$ cat src/rtl/cla_pkg.sv
package cla_pkg;
  typedef enum logic {
    PROP_OR  = 1'b0,
    PROP_XOR = 1'b1
  } prop_mode_e;
endpackage

$ cat src/rtl/cla_slice.sv
module cla_slice #(
  parameter int                  SLICE_W   = 4,
  parameter cla_pkg::prop_mode_e PROP_MODE = cla_pkg::PROP_OR
) (
  input  logic [SLICE_W-1:0] a_i,
  input  logic [SLICE_W-1:0] b_i,
  input  logic               c_i,
  output logic [SLICE_W-1:0] sum_o,
  output logic               gp_o,
  output logic               gg_o
);
  logic [SLICE_W-1:0] gen, prop, half;
  logic [SLICE_W-1:0] cin_bit;

  assign gen  = a_i & b_i;
  assign half = a_i ^ b_i;

  generate
    if (PROP_MODE == cla_pkg::PROP_XOR) begin : g_prop_xor
      assign prop = a_i ^ b_i;
    end else begin : g_prop_or
      assign prop = a_i | b_i;
    end
  endgenerate

  // every carry is a flat sum of products over gen/prop/c_i
  always_comb begin
    logic acc, term;
    cin_bit[0] = c_i;
    for (int j = 1; j < SLICE_W; j++) begin
      term = c_i;
      for (int m = 0; m < j; m++) term = term & prop[m];
      acc = term;
      for (int k = 0; k < j; k++) begin
        term = gen[k];
        for (int m = k + 1; m < j; m++) term = term & prop[m];
        acc = acc | term;
      end
      cin_bit[j] = acc;
    end
  end

  always_comb begin
    logic acc, term;
    acc = 1'b0;
    for (int k = 0; k < SLICE_W; k++) begin
      term = gen[k];
      for (int m = k + 1; m < SLICE_W; m++) term = term & prop[m];
      acc = acc | term;
    end
    gg_o = acc;
  end

  assign gp_o  = &prop;
  assign sum_o = half ^ cin_bit;
endmodule

$ cat src/rtl/cla_lookahead.sv
module cla_lookahead #(
  parameter int N_GRP = 4
) (
  input  logic [N_GRP-1:0] g_i,
  input  logic [N_GRP-1:0] p_i,
  input  logic             c_i,
  output logic [N_GRP-1:0] c_grp_o,
  output logic             c_o,
  output logic             gp_o,
  output logic             gg_o
);
  logic [N_GRP:0] carry;

  // carry[j]: flat SOP, no dependence on carry[j-1]
  always_comb begin
    logic acc, term;
    carry[0] = c_i;
    for (int j = 1; j <= N_GRP; j++) begin
      term = c_i;
      for (int m = 0; m < j; m++) term = term & p_i[m];
      acc = term;
      for (int k = 0; k < j; k++) begin
        term = g_i[k];
        for (int m = k + 1; m < j; m++) term = term & p_i[m];
        acc = acc | term;
      end
      carry[j] = acc;
    end
  end

  always_comb begin
    logic acc, term;
    acc = 1'b0;
    for (int k = 0; k < N_GRP; k++) begin
      term = g_i[k];
      for (int m = k + 1; m < N_GRP; m++) term = term & p_i[m];
      acc = acc | term;
    end
    gg_o = acc;
  end

  assign gp_o    = &p_i;
  assign c_grp_o = carry[N_GRP-1:0];
  assign c_o     = carry[N_GRP];
endmodule

$ cat src/rtl/cla16_adder.sv
module cla16_adder #(
  parameter int                  WIDTH     = 16,
  parameter int                  SLICE_W   = 4,
  parameter cla_pkg::prop_mode_e PROP_MODE = cla_pkg::PROP_OR
) (
  input  logic [WIDTH-1:0] a_i,
  input  logic [WIDTH-1:0] b_i,
  input  logic             c_i,
  output logic [WIDTH-1:0] sum_o,
  output logic             c_o,
  output logic             gp_o,
  output logic             gg_o
);
  localparam int NUM_SLICES = WIDTH / SLICE_W;

  logic [NUM_SLICES-1:0] slice_gp, slice_gg, slice_cin;

  for (genvar s = 0; s < NUM_SLICES; s++) begin : g_slice
    cla_slice #(
      .SLICE_W  (SLICE_W),
      .PROP_MODE(PROP_MODE)
    ) i_slice (
      .a_i  (a_i[s*SLICE_W +: SLICE_W]),
      .b_i  (b_i[s*SLICE_W +: SLICE_W]),
      .c_i  (slice_cin[s]),
      .sum_o(sum_o[s*SLICE_W +: SLICE_W]),
      .gp_o (slice_gp[s]),
      .gg_o (slice_gg[s])
    );
  end

  cla_lookahead #(
    .N_GRP(NUM_SLICES)
  ) i_lookahead (
    .g_i    (slice_gg),
    .p_i    (slice_gp),
    .c_i    (c_i),
    .c_grp_o(slice_cin),
    .c_o    (c_o),
    .gp_o   (gp_o),
    .gg_o   (gg_o)
  );
endmodule

$ cat config.mk
export PLATFORM = sky130hd
export DESIGN_NAME = cla16_adder
export DESIGN_NICKNAME = d
export VERILOG_FILES = /design/src/rtl/cla_pkg.sv /design/src/rtl/cla_slice.sv /design/src/rtl/cla_lookahead.sv /design/src/rtl/cla16_adder.sv
export SDC_FILE = /design/constraint.sdc
export NUM_CORES = 1
export LEC_CHECK = 0
export BUFFER_PORTS_ARGS = -buffer_cell sky130_fd_sc_hd__buf_2
export CAP_MARGIN = 5
export CORE_ASPECT_RATIO = 0.9
export CORE_MARGIN = 2
export CORE_UTILIZATION = 38
export DETAILED_ROUTE_END_ITERATION = 7
export GPL_TIMING_DRIVEN = 0
export PLACE_DENSITY = 0.74
export SETUP_SLACK_MARGIN = 0.5
export SLEW_MARGIN = 20
export SYNTH_ARGS = -nofsm -noshare
export SYNTH_HDL_FRONTEND = slang
export SYNTH_SLANG_ARGS = --single-unit
export TNS_END_PERCENT = 1
$ cat constraint.sdc
create_clock -name vclk -period 4.7
set_input_delay 0.94 -clock vclk [all_inputs]
set_output_delay 0.94 -clock vclk [all_outputs]
set_load 0.01 [all_outputs]
==> impl_metrics.tcl <==
set metrics [dict create \
    status "complete, no violations" \
    wl_um 2510 \
    post-place-cells 263 \
    syn_area_per_cell_um2 7.25 \
    grt_pass1_vias 1189 \
    hold_path_class "input pin to primary output" \
    setup_tns_ps 0 \
    max-slew-margin-rel 0.646 \
    rsz0062_at_grt "no" \
    yosys.cell_types.count 39 \
    critical_path_arrival_ps 2940 \
    pin_count 52 \
    required_ps 3760 \
    slew_viol_final 0 \
    n_sequential_cell 0 \
    initial_core_util 0.399 \
    cp-start-kind "input pin" \
    grt_pass1_wl_um 4670 \
    maxCapViolations 0 \
    drc 0 \
    timing.fmax_mhz 258 \
    die_area_mm2 0.00369 \
    final_net_count 292 \
    io_buffers 52 \
    seqCellArea_um2 0 \
    num_antenna_cells 0 \
    ys_seq_area_frac 0 \
    min_period_ps 3880 \
    hold_viol 0 \
    ctsResizeCount 0 \
    ant_nets 0 \
    routabilityCongestion 0.747 \
    vdd_drop_max_mv 0.0489 \
    tightest_slew_ps 528 \
    chipWidth_um 63.8 \
    drtIter0Drc 28 \
    stdcell_count 263 \
    grt_max_degree 8 \
    antenna_found_initial 0 \
    core_area_mm2 0.00307 \
    setup_violations 0 \
    path_max_fanout 4 \
    leakagePower_nw 0.916 \
    synth_area_mm2 0.00122 \
    die_h_um 57.9 \
    routedWlPerCell_um 9.54 \
    fin_crit_sh 0.825 \
    yosysWarnings 0 \
    vias_per_cell 4.80 \
    postCtsHoldBufs 0 \
    grt_remaining_overflow 0 \
    synth_area_leader_cell "ha_1" \
    area_delta_synth_final_pct 26.0 \
    rows 19 \
    drive_above_1_share 0.262 \
    yosysTopAreaCellShare 0.327 \
    final_util 0.503 \
    synth.area.top_cells "ha_1, inv_1, fa_1" \
    syn_nets 238 \
    grt.total_usage 0.145 \
    synthesis.instances 169 \
    dp_hpwl_um 2310 \
    power_density_mw_per_mm2 115 \
    endpoint_kind "primary output" \
    clock_buffers 0 \
    num_vias 1263 \
    criticalPathCategory "input pin to primary output" \
    post_cts_buffers 0 \
    firstDrtPassIters 4 \
]
## Yosys cell counts (2+ instances only)
cell	count
fa_1	4
nand2_1	9
nor2b_1	5
a21o_1	2
nor3_1	4
ha_1	32
o21ai_0	4
a311oi_1	3
and4b_1	2
xor2_1	4
xnor2_1	3
inv_1	45
o21bai_1	4
a31oi_1	2
nor2_1	8
nor4_1	4
nand3_1	4
nand2b_1	2
a21oi_1	8
## metal layers
metal | track usage | up-vias | share of wire
met5 | 0 | - | 0
met4 | 0 | 0 | 0
met1 | 0.205 | 559 | 0.48
li1 | - | 669 | -
met2 | 0.260 | 35 | 0.46
met3 | 0.00971 | 0 | 0.060
## where the power goes
| group | internal (mW) | leakage, nW | switching [mW] |
|---|---|---|---|
| combinational | 0.0817 | 0.916 | 0.0957 |
| clock | 0 | 0 | 0 |
| sequential | 0 | 0 | 0 |
| total | 0.0817 | 0.916 | 0.0957 |
## worst paths after layout
path | to | depth (start not counted) | slack (ps) | startpoint
max | sum_o[12] | 10 | 820 | a_i[3]
min | sum_o[4] | 3 | 2260 | b_i[4]
## through the flow
| stage | instance area (um2) | hold slack (ps) | power [mW] | worst slack (ps) |
|---|---|---|---|---|
| 6_report | 1540 | 2260 | 0.177 | 820 |
| 5_1_grt | 1540 | 2290 | 0.202 | 598 |
| 4_1_cts | 1540 | 2260 | 0.180 | 737 |
| 3_5_place_dp | 1540 | 2260 | 0.179 | 743 |
| 3_3_place_gp | 1540 | 2260 | 0.175 | 799 |
| 2_1_floorplan | 1220 | 2070 | 0.116 | 1190 |
## cells in the final DEF (no fill, tap or decap), types with 2 or more instances in the layout
cell type	instances
buf_2	52
inv_1	45
ha_1	32
nand2_1	9
nor2_1	8
a21oi_1	8
nor2b_1	5
o21ai_0	4
nand3_1	4
nor3_1	4
o21bai_1	4
xor2_1	4
fa_1	4
xnor2_1	3
a311oi_1	3
nor4_1	3
nand2b_1	2
a21o_1	2
and4b_1	2
a31oi_1	2
## kinds of logic after synthesis
logic type,count (synthesis),share of synthesized area
adders and majority gates,36,0.392
xor gates and xnor gates,7,0.0501
muxes,1,0.00919
and+or+nand+nor,48,0.218
buffers and inverters,45,0.138
AOI/OAI and AO/OA,32,0.193
## area by class of cell
class / instances / area, um2
Fill cell: 316 / 1520
Timing Repair Buffer: 52 / 260
Tap cell: 42 / 52.6
Multi-Input combinational cell: 124 / 1060
Inverter: 45 / 169
## critical path, stage by stage
cell and delay, ps:
buf_2 90, inv_1 40, ha_1 210, or3_1 390, a21o_1 200, a21oi_1 320
nor3_1 100, inv_1 80, fa_1 410, buf_2 150
(Power assumes the default switching activity.)
